<file path="config.mk">
export PLATFORM = sky130hd
export DESIGN_NAME = spi_master_engine
export DESIGN_NICKNAME = d
export VERILOG_FILES = /design/src/rtl/spi_eng_pkg.sv /design/src/rtl/spi_clk_div.sv /design/src/rtl/spi_din_sync.sv /design/src/rtl/spi_tx_hold.sv /design/src/rtl/spi_shift_core.sv /design/src/rtl/spi_master_engine.sv
export SDC_FILE = /design/constraint.sdc
export NUM_CORES = 1
export LEC_CHECK = 0
export BUFFER_PORTS_ARGS = -buffer_cell sky130_fd_sc_hd__buf_2
export CORE_ASPECT_RATIO = 0.9
export CORE_MARGIN = 2
export CORE_UTILIZATION = 44
export CTS_BUF_LIST = sky130_fd_sc_hd__clkbuf_4 sky130_fd_sc_hd__clkbuf_8 sky130_fd_sc_hd__clkbuf_16
export DETAILED_ROUTE_END_ITERATION = 16
export PLACE_DENSITY = 0.73
export SYNTH_ARGS = -nofsm -noshare
export SYNTH_HDL_FRONTEND = slang
export SYNTH_SLANG_ARGS = --single-unit
export TNS_END_PERCENT = 100
</file>
<file path="constraint.sdc">
create_clock -name clk -period 4.8 [get_ports clk]
set_input_delay 0.96 -clock clk [delete_from_list [all_inputs] [get_ports clk]]
set_output_delay 0.96 -clock clk [all_outputs]
set_load 0.05 [all_outputs]
</file>
<file path="src/rtl/spi_eng_pkg.sv">
package spi_eng_pkg;

  localparam int WORD_W = 32;
  localparam int EDGE_W = 7;

  typedef enum logic [1:0] {
    FRM_8  = 2'b00,
    FRM_16 = 2'b01,
    FRM_32 = 2'b10,
    FRM_9  = 2'b11
  } frame_e;

  typedef enum logic {
    ST_IDLE = 1'b0,
    ST_XFER = 1'b1
  } eng_state_e;

  function automatic logic [EDGE_W-1:0] frame_len(frame_e f);
    logic [EDGE_W-1:0] n;
    case (f)
      FRM_8:  n = EDGE_W'(8);
      FRM_16: n = EDGE_W'(16);
      FRM_32: n = EDGE_W'(32);
      FRM_9:  n = EDGE_W'(9);
    endcase
    return n;
  endfunction

endpackage

</file>
<file path="src/rtl/spi_clk_div.sv">
module spi_clk_div #(
  parameter int PERIOD_W = 8
) (
  input  logic                clk,
  input  logic                rst_n,
  input  logic                run,
  input  logic [PERIOD_W-1:0] period,
  input  logic [1:0]          clk_sel,
  output logic                tick
);
  localparam int CW = PERIOD_W + 3;

  logic [CW-1:0]       cnt_q, cnt_d, half;
  logic [PERIOD_W-1:0] per_eff;
  logic [2:0]          mult;

  // half period = max(period,1) * {4,2,1,7}
  always_comb begin
    per_eff = (period == '0) ? PERIOD_W'(1) : period;
    case (clk_sel)
      2'b00:   mult = 3'd4;
      2'b01:   mult = 3'd2;
      2'b10:   mult = 3'd1;
      default: mult = 3'd7;
    endcase
    half = CW'(per_eff) * CW'(mult);
    tick = run && (cnt_q == half - CW'(1));
    if (!run || tick) cnt_d = '0;
    else              cnt_d = cnt_q + CW'(1);
  end

  always_ff @(posedge clk or negedge rst_n) begin
    if (!rst_n) cnt_q <= '0;
    else        cnt_q <= cnt_d;
  end

  // every frame starts counting its first half period from zero
  assert_cnt_restart_R3: assert property (@(posedge clk) disable iff (!rst_n)
    $rose(run) |-> (cnt_q == '0))
    else $error("divider did not restart at frame start");

endmodule

</file>
<file path="src/rtl/spi_din_sync.sv">
module spi_din_sync #(
  parameter int STAGES = 2
) (
  input  logic clk,
  input  logic rst_n,
  input  logic din,
  output logic dout
);
  logic [STAGES-1:0] q_q, q_d;

  always_comb q_d = {q_q[STAGES-2:0], din};

  always_ff @(posedge clk or negedge rst_n) begin
    if (!rst_n) q_q <= '0;
    else        q_q <= q_d;
  end

  assign dout = q_q[STAGES-1];

  generate
    if (STAGES == 2) begin : g_chk2
      assert_din_delay_R7: assert property (@(posedge clk) disable iff (!rst_n)
        ($past(rst_n) && $past(rst_n, 2)) |-> (dout == $past(din, 2)))
        else $error("synchronised input is not a two-cycle copy");
    end
  endgenerate

endmodule

</file>
<file path="src/rtl/spi_tx_hold.sv">
module spi_tx_hold #(
  parameter int W = 32
) (
  input  logic         clk,
  input  logic         rst_n,
  input  logic         enable,
  input  logic         tx_valid,
  input  logic [W-1:0] tx_data,
  input  logic         take,
  output logic         tx_ready,
  output logic         full,
  output logic [W-1:0] word
);
  logic         full_q, full_d;
  logic [W-1:0] word_q, word_d;
  logic         accept;

  always_comb begin
    tx_ready = enable && !full_q;
    accept   = tx_valid && tx_ready;
    full_d   = full_q;
    word_d   = word_q;
    if (accept) begin
      full_d = 1'b1;
      word_d = tx_data;
    end else if (take) begin
      full_d = 1'b0;
    end
  end

  always_ff @(posedge clk or negedge rst_n) begin
    if (!rst_n) begin
      full_q <= 1'b0;
      word_q <= '0;
    end else begin
      full_q <= full_d;
      if (accept) word_q <= word_d;
    end
  end

  assign full = full_q;
  assign word = word_q;

  // a word only enters while enabled and offered
  assert_accept_gate_R9: assert property (@(posedge clk) disable iff (!rst_n)
    $rose(full_q) |-> $past(tx_valid && enable))
    else $error("holding stage filled without an enabled offer");

  // the engine only takes a word that is present
  assert_take_full_R10: assert property (@(posedge clk) disable iff (!rst_n)
    take |-> full_q)
    else $error("take while holding stage empty");

endmodule

</file>
<file path="src/rtl/spi_shift_core.sv">
module spi_shift_core
  import spi_eng_pkg::*;
#(
  parameter int W = WORD_W
) (
  input  logic         clk,
  input  logic         rst_n,
  input  logic         hold_full,
  input  logic [W-1:0] hold_word,
  output logic         take,
  input  logic         tick,
  output logic         run,
  input  logic         cpol,
  input  logic         cpha,
  input  logic [1:0]   word_mode,
  input  logic         nine_first,
  input  logic         idle_level,
  input  logic         force_out,
  input  logic         miso,
  output logic         sclk,
  output logic         mosi,
  output logic         rx_valid,
  output logic [W-1:0] rx_data
);
  eng_state_e        st_q, st_d;
  logic [EDGE_W-1:0] edge_q, edge_d, last_edge;
  logic              lvl_q, lvl_d, out_q, out_d;
  logic              pha_q, pha_d, pol_q, pol_d;
  logic [W-1:0]      sh_q, sh_d, rxs_q, rxs_d, rxd_q, rxd_d, loaded, merged;
  logic              rxv_q, rxv_d;
  frame_e            mode_q, mode_d, mode_in;
  logic              shift_now;

  always_comb begin
    mode_in = frame_e'(word_mode);
    case (mode_in)
      FRM_8:  loaded = {hold_word[7:0], {(W-8){1'b0}}};
      FRM_16: loaded = {hold_word[15:0], {(W-16){1'b0}}};
      FRM_32: loaded = hold_word;
      FRM_9:  loaded = {nine_first, hold_word[7:0], {(W-9){1'b0}}};
    endcase
    case (mode_q)
      FRM_8, FRM_9: merged = {rxd_q[W-1:8], rxs_q[7:0]};
      FRM_16:       merged = {rxd_q[W-1:16], rxs_q[15:0]};
      FRM_32:       merged = rxs_q;
    endcase
    last_edge = EDGE_W'({frame_len(mode_q), 1'b0});
    shift_now = edge_q[0] ^ pha_q;
  end

  // next state
  always_comb begin
    st_d   = st_q;   edge_d = edge_q; lvl_d  = lvl_q;  out_d = out_q;
    pha_d  = pha_q;  pol_d  = pol_q;  sh_d   = sh_q;   rxs_d = rxs_q;
    rxd_d  = rxd_q;  mode_d = mode_q; rxv_d  = 1'b0;   take  = 1'b0;
    case (st_q)
      ST_IDLE: begin
        if (hold_full) begin
          take   = 1'b1;
          st_d   = ST_XFER;
          edge_d = '0;
          lvl_d  = 1'b0;
          mode_d = mode_in;
          pha_d  = cpha;
          pol_d  = cpol;
          rxs_d  = '0;
          if (!cpha) begin
            out_d = loaded[W-1];
            sh_d  = {loaded[W-2:0], 1'b0};
          end else begin
            out_d = idle_level;
            sh_d  = loaded;
          end
        end
      end
      ST_XFER: begin
        if (tick) begin
          if (edge_q == last_edge) begin
            st_d  = ST_IDLE;
            rxv_d = 1'b1;
            rxd_d = merged;
          end else begin
            lvl_d  = ~lvl_q;
            edge_d = edge_q + EDGE_W'(1);
            if (shift_now) begin
              out_d = sh_q[W-1];
              sh_d  = {sh_q[W-2:0], 1'b0};
            end else begin
              rxs_d = {rxs_q[W-2:0], miso};
            end
          end
        end
      end
    endcase
  end

  always_ff @(posedge clk or negedge rst_n) begin
    if (!rst_n) begin
      st_q   <= ST_IDLE; edge_q <= '0;   lvl_q <= 1'b0; out_q <= 1'b0;
      pha_q  <= 1'b0;    pol_q  <= 1'b0; sh_q  <= '0;   rxs_q <= '0;
      rxd_q  <= '0;      mode_q <= FRM_8; rxv_q <= 1'b0;
    end else begin
      st_q   <= st_d;    edge_q <= edge_d; lvl_q <= lvl_d; out_q <= out_d;
      pha_q  <= pha_d;   pol_q  <= pol_d;  sh_q  <= sh_d;  rxs_q <= rxs_d;
      rxd_q  <= rxd_d;   mode_q <= mode_d; rxv_q <= rxv_d;
    end
  end

  assign run      = (st_q == ST_XFER);
  assign sclk     = run ? (pol_q ^ lvl_q) : cpol;
  assign mosi     = (force_out || !run) ? idle_level : out_q;
  assign rx_valid = rxv_q;
  assign rx_data  = rxd_q;

  assert_done_pulse_R10: assert property (@(posedge clk) disable iff (!rst_n)
    rxv_q |=> !rxv_q)
    else $error("done pulse longer than one cycle");

  assert_edge_bound_R1: assert property (@(posedge clk) disable iff (!rst_n)
    run |-> (edge_q <= last_edge))
    else $error("edge count beyond frame length");

  assert_sclk_hold_R5: assert property (@(posedge clk) disable iff (!rst_n)
    (run && !tick) |=> $stable(sclk))
    else $error("serial clock moved between divider ticks");

endmodule

</file>
<file path="src/rtl/spi_master_engine.sv">
module spi_master_engine
  import spi_eng_pkg::*;
#(
  parameter int PERIOD_W    = 8,
  parameter int SYNC_STAGES = 2
) (
  input  logic                clk,
  input  logic                rst_n,
  input  logic                enable,
  input  logic                cpol,
  input  logic                cpha,
  input  logic [1:0]          clk_sel,
  input  logic [PERIOD_W-1:0] period,
  input  logic [1:0]          word_mode,
  input  logic                nine_first,
  input  logic                idle_level,
  input  logic                force_out,
  input  logic                tx_valid,
  input  logic [WORD_W-1:0]   tx_data,
  output logic                tx_ready,
  output logic                rx_valid,
  output logic [WORD_W-1:0]   rx_data,
  output logic                busy,
  output logic                sclk,
  output logic                mosi,
  input  logic                miso,
  output logic                din_sync
);
  logic [1:0]        rst_q;
  logic              rst_s;
  logic              hold_full, take, tick, run;
  logic [WORD_W-1:0] hold_word;

  // asynchronous assert, synchronous release
  always_ff @(posedge clk or negedge rst_n) begin
    if (!rst_n) rst_q <= 2'b00;
    else        rst_q <= {rst_q[0], 1'b1};
  end
  assign rst_s = rst_q[1];

  spi_tx_hold #(.W(WORD_W)) u_hold (
    .clk(clk), .rst_n(rst_s), .enable(enable), .tx_valid(tx_valid),
    .tx_data(tx_data), .take(take), .tx_ready(tx_ready),
    .full(hold_full), .word(hold_word)
  );

  spi_clk_div #(.PERIOD_W(PERIOD_W)) u_div (
    .clk(clk), .rst_n(rst_s), .run(run), .period(period),
    .clk_sel(clk_sel), .tick(tick)
  );

  spi_shift_core #(.W(WORD_W)) u_core (
    .clk(clk), .rst_n(rst_s), .hold_full(hold_full), .hold_word(hold_word),
    .take(take), .tick(tick), .run(run), .cpol(cpol), .cpha(cpha),
    .word_mode(word_mode), .nine_first(nine_first), .idle_level(idle_level),
    .force_out(force_out), .miso(miso), .sclk(sclk), .mosi(mosi),
    .rx_valid(rx_valid), .rx_data(rx_data)
  );

  spi_din_sync #(.STAGES(SYNC_STAGES)) u_sync (
    .clk(clk), .rst_n(rst_s), .din(miso), .dout(din_sync)
  );

  assign busy = run | hold_full;

  // once drained with enable low, the engine stays stopped
  assert_stay_stopped_R9: assert property (@(posedge clk) disable iff (!rst_s)
    (!enable && !busy) |=> !busy)
    else $error("engine restarted while disabled");

endmodule

</file>
* Word-level counts from Yosys, hierarchy flattened
Index checks and enable logic that the tools add are counted. W data, S select, Z words.
Storage, ports and cells: register bits 159, output and inout port bits 38, logic and storage cells 107
Cells by class: multipliers 1, equal/unequal tests 15, add/sub/neg operators 3, reductions and logical operators 20, multiplexer cells 43, bitwise gates (word level) 7
Operator list (number):
- $mux W32 | 9
- $pmux W32 S2 | 2
- $pmux W32 S4 | 1
- $pmux W32 S3 | 1
- $pmux W6 S4 | 1
- $mux W7 | 3
- $mux W1 | 19
- $pmux W7 S2 | 1
- $reduce_and A4 Y1 | 3
- $add A11 B1 Y11 const B | 1
- $eq A11 B11 Y1 | 1
- $mul A8 B3 Y11 | 1
- $mux W11 | 1
- $sub A11 B1 Y11 const B | 1
- $eq A2 B2 Y1 const B | 5
- $ne A2 B2 Y1 const B | 5
- $pmux W3 S3 | 1
- $logic_not A8 Y1 | 1
- $mux W8 | 1
- $add A7 B1 Y7 const B | 1
- $eq A7 B7 Y1 | 1
- $eq A2 B1 Y1 const B | 3
- $logic_not A2 Y1 | 3
- $pmux W1 S2 | 3
- 11 further kinds | 20

* Depth between registers and ports, before layout
depth after elaboration 8, depth in mapped cells 20

* By module
Synthesis repeated with hierarchy kept, for this count alone.
Second synthesis, totals: cell total of the unflattened synthesis 697, area, all modules 8654.6 µm²
Modules (own cells, without submodules):
- spi_shift_core | area an instance 5621.6 µm², seq. area each 2777.7 µm², instances 1, cells each 425
- spi_clk_div | area an instance 1559.0 µm², seq. area each 275.3 µm², instances 1, cells each 194
- spi_tx_hold | area an instance 1363.8 µm², seq. area each 825.8 µm², instances 1, cells each 72
- spi_master_engine | area an instance 60.1 µm², seq. area each 50.0 µm², instances 1, cells each 4
- spi_din_sync | area an instance 50.0 µm², seq. area each 50.0 µm², instances 1, cells each 2

* Least setup slack after synthesis
Ideal clock, no wire load.
path type in2reg, start input clk_sel[0], end register u_core.sh_q[10], setup slack -0.415 ns, arrival time 5.090 ns, stages 18, required time 4.675 ns, path buffers 3, library setup time 0.125 ns, path through ha_1 -> or2_2 -> clkbuf_1 -> nand2_1 -> ha_1 -> fa_1 -> inv_1 -> ha_1 -> buf_2 -> nand4_2 -> nor4b_2 -> nor4_1 -> a2111oi_2 -> nand4_1 -> or4b_4 -> a21oi_4 -> buf_12 -> mux2_4
Between the ends: cells in the longest elaborated chain, start to end 8
RTL lines:
- from (decl) | RTL line spi_master_engine.sv:12 | input logic [1:0] clk_sel,
- $eq A2 B2 Y1 (tied with other cells) | RTL line spi_clk_div.sv:20 | case (clk_sel)
- $pmux W3 S3 (*) | RTL line spi_clk_div.sv:20
- $mul A8 B3 Y11 (*) | RTL line spi_clk_div.sv:26 | half = CW'(per_eff) * CW'(mult);
- $sub A11 B1 Y11 (*) | RTL line spi_clk_div.sv:27 | tick = run && (cnt_q == half - CW'(1));
- $eq A11 B11 Y1 (*) | RTL line spi_clk_div.sv:27
- $logic_and A1 B1 Y1 (*) | RTL line spi_clk_div.sv:27
- $ne A2 B2 Y1 (no line) (*)
- $reduce_and A4 Y1 (no line) (*)
- to (signal assigned) | RTL line spi_shift_core.sv:100 | pha_q <= 1'b0; pol_q <= 1'b0; sh_q <= '0; rxs_q <= '0;
- to (signal assigned) | RTL line spi_shift_core.sv:104 | pha_q <= pha_d; pol_q <= pol_d; sh_q <= sh_d; rxs_q <= rxs_d;
- to (decl) | RTL line spi_shift_core.sv:29 | logic [W-1:0] sh_q, sh_d, rxs_q, rxs_d, rxd_q, rxd_d, loaded, merged;
Every way passes the cells marked *; elsewhere a longest branch is shown, timed or not. A chain may end at the register's enable or synchronous reset.

* Worst setup path after layout
start input clk_sel[1], end register u_core.sh_q[4]
Same word-level chain as after synthesis.

==> implementation parameters <==
Parameter                              Value

Floorplan
  Die width ... 153.9 um
  Chip height ... 138.9 um
  Total die area ... 21,370 um2
  Area inside the core boundary ... 19,930 um2
  Starting density of the core ... ~45%
  Count of boundary I/O pins ... 92
  Site Rows ... between 40 and 50

Placement
  HPWL after DPL ... 12,930 um
  Port Buffer Count ... 91
  Dpl ws ... -631.2 ps
  Last weighted congestion value of the routability-driven placer ... 0.8106

Layout
  Diodes inserted ... 0
  Number of inserted filler cells in the final layout ... approximately 1,600
  Area added between synthesis and finish ... 27.30%
  Number of nets in the layout ... about 1,100
  Fraction of final layout cells with drive strength greater than 1 ... 38.10%

Clock network
  Clock root cell ... clkbuf_16
  Number of H-tree branching levels ... 4
  Longest Clk Path Bufs ... 2
  Clk sink count ... 159
  Clock tree from TritonCTS ... done
  Later-pin clock latency in the skew report ... about 420 ps
  CTS buffer count ... 17
  Worst-path clk slew ... about 60 ps

Logic synthesis
  Post-synth EDFFs ... 0
  Post-Syn Area ... 8896 um2
  Sequential-to-total area share from yosys stat ... about 45%
  Prevailing post-synth register cell ... dfrtp_1
  Post-synthesis average cell area ... 10.74 um2
  Cells after Synth ... ~830
  Top post-synthesis cells by area ... dfrtp_1, mux2_2, nand2_1
  Count of synthesis-stage warnings from yosys ... 0
  Cell type with the largest total area after synthesis ... dfrtp_1
  Distinct cells, synth ... 61
  Share of the synthesized area in the top cell type ... 44.73%
  Syn_nets ... just over 900
  Synth Register Bits ... 159
  Fraction of synthesis flops using an asynchronous set or reset pin ... 100.0%

Critical path
  Critical Path Sink Type ... flop
  Critical path launch point type ... input pin
  Setup Crit Path Kind ... input pin to flop
  Crit path DAT ... 5140 ps
  Crit path max fanout ... 8
  CP required ... between 5000 and 6000 ps

Timing
  Worst slack on hold paths ... 311.0 ps
  Worst path setup slack after routing ... -41.18 ps
  Unrepaired setup endpoints after global routing ... yes
  Fmax ... 206.6 MHz
  Share of the cycle needed by the critical path after routing ... 100.9%
  Final setup violating endpoints ... 31
  Post-route minimum period ... 4841 ps
  Number of slew-limit violations in the final report ... 0
  Count of endpoints failing hold in the final timing report ... 0
  Slew HR ... between 20% and 30%
  Slew @ Worst Pin ... 1111 ps
  Setup Skew ... around 13 ps

Outcome
  Failing checks ... negative setup slack
  Result of the run ... finished with violations

Global routing
  Number of global-route vias before repair ... between 6,000 and 7,000
  Total routing resource utilization after global routing ... 19.08%
  Antenna violations before repair ... 0
  Largest net degree at the start of global routing ... 74
  Overall overflow remaining after global route ... 0
  First-pass GRT wire length ... approximately 34,000 um

Power
  Clk network pwr share ... 33.2%
  Cell internal pwr ... 0.002573 W
  Part of the total power dissipated in combinational logic ... 26.4%
  Sequential cell fraction of total power ... 40.4%
  Power per standard cell area ... ~330 nW/um2
  Worst supply voltage drop on vdd ... 0.0002642 V
  Static Leakage ... 5.368 nW
  Net Sw Frac ... approximately a third
  Switching power summed over all nets ... 0.001200 W

Detailed routing
  Routed Wire Length ... 20,360 um
  DRC Markers ... 0
  Antenna Nets Post-Route ... 0
  Average wire per standard cell ... 16.50 um
  Iteration-0 DRC Markers ... 549
  Mean number of vias per cell ... 5.448
  Detailed-router iteration count before antenna repair ... 6
  Detailed-route via count ... 6,723

Hold path
  Class of the tightest hold or removal check ... input pin to async pin

Run
  Total of max-cap violations ... 0
[repair_timing]
item,4_1_cts,5_1_grt
gates cloned,3,5
gates resized for setup,28,67
setup endpoints to repair,56,91
pin swaps,14,28
setup buffers,8,9
hold buffers,0,0
[logic make-up (layout without fill, tap and decap cells)]
kind of cell             count (synthesis)  count (layout)  share of synthesized area, %
AO/OA/AOI/OAI                          117             117                         9.114
XOR/XNOR                                27              27                         2.658
adder cells (fa/ha/maj)                 35              35                         5.513
buffers and inverters                   79             229                         4.107
flip-flops                             159             159                         44.73
multiplexers                           144             144                         20.11
other                                    1               1                       0.04215
AND/OR/NAND/NOR                        266             267                         13.73
[registers in the layout, indices dropped and copies added (netlist names), 2 cells and up]
signal          count
u_sync.q_q          2
u_div.cnt_q        11
u_core.rx_data     32
rst_q               2
u_core.sh_q        32
u_core.mode_q       2
u_core.rxs_q       32
u_core.edge_q       7
u_hold.word        32
[routing by layer]
layer	share of wire (%)	track usage (%)
met4	0.90	4.378
met5	0	0
met2	48	30.96
met3	3.8	3.219
met1	47	27.03
[power by group through the flow]
stage	sequential (W)	clock (W)	combinational (W)
after floorplan	0.00152	0	0.000631
after global placement	0.00154	0	0.000852
after detailed placement	0.00155	0	0.000875
after CTS	0.00152	0.00127	0.000931
after global routing	0.00154	0.00133	0.00111
final	0.00153	0.00125	0.000995
[synth_stat cells, types with 26 or more instances]
master	count
nand3_1	40
o21ai_0	43
mux2i_1	34
ha_1	28
clkbuf_1	37
dfrtp_1	159
a2bb2oi_1	30
mux2_4	29
nor2_1	28
nand2_1	149
mux2_2	62
inv_1	26
[final cells by class]
class,count,area [um2],area share [%]
well taps,255,319.1,2.817
repair buffers,171,1341,11.84
clock inverters,14,106.4,0.9391
inverters,26,110.1,0.9723
multi-input cells,591,5029,44.40
flip-flops and latches,159,3986,35.20
clock buffers,18,432.9,3.823
[worst paths after layout]
path,slack (ps),to,startpoint,cells after the start
worst max-delay path,-40,u_core.sh_q[4],clk_sel[1],19
max in group asynchronous,3120,u_core.rxs_q[22],rst_q[1],1
worst min-delay path,310,rst_q[1],rst_n,1
min in group clk,350,u_sync.q_q[1],u_sync.q_q[0],0
worst max register to register,1710,u_core.rxs_q[25],u_core.run,10
worst min register to register,350,u_sync.q_q[1],u_sync.q_q[0],0
[metrics by stage]
stage / instances / util (%) / area (um2) / setup TNS [ps] / total power, W
after global placement: 1180 / 50.44 / 10050 / -39880 / 0.002395
after detailed placement: 1180 / 50.44 / 10050 / -51010 / 0.002422
final: 1234 / 56.84 / 11320 / -635.8 / 0.003773
after CTS: 1223 / 54.71 / 10900 / -909.7 / 0.003724
after global routing: 1234 / 56.84 / 11320 / -9781 / 0.003981
after floorplan: 828 / - / 9025 / -7768 / 0.002147
[worst max-delay path, cell delays in order]
cell,delay [ps]
buf_12,100
inv_12,30
ha_4,130
or2_4,290
nand2_4,70
ha_4,200
fa_1,500
inv_2,50
fa_1,450
xor2_1,170
nor2_1,140
o2111ai_2,120
a2111oi_2,370
nand4_1,210
or4b_4,540
a21oi_4,190
buf_12,160
buf_12,140
mux2_4,300
[cell usage in the layout (no fill, tap or decap), drive strengths merged, types with 28 or more instances in the layout]
cell type / instances
buf: 168
dfrtp: 159
nand2: 149
mux2: 101
o21ai: 45
nand3: 40
mux2i: 34
inv: 32
a2bb2oi: 30
nor2: 28
ha: 28
Note: power is estimated with default switching activity, not from simulation.
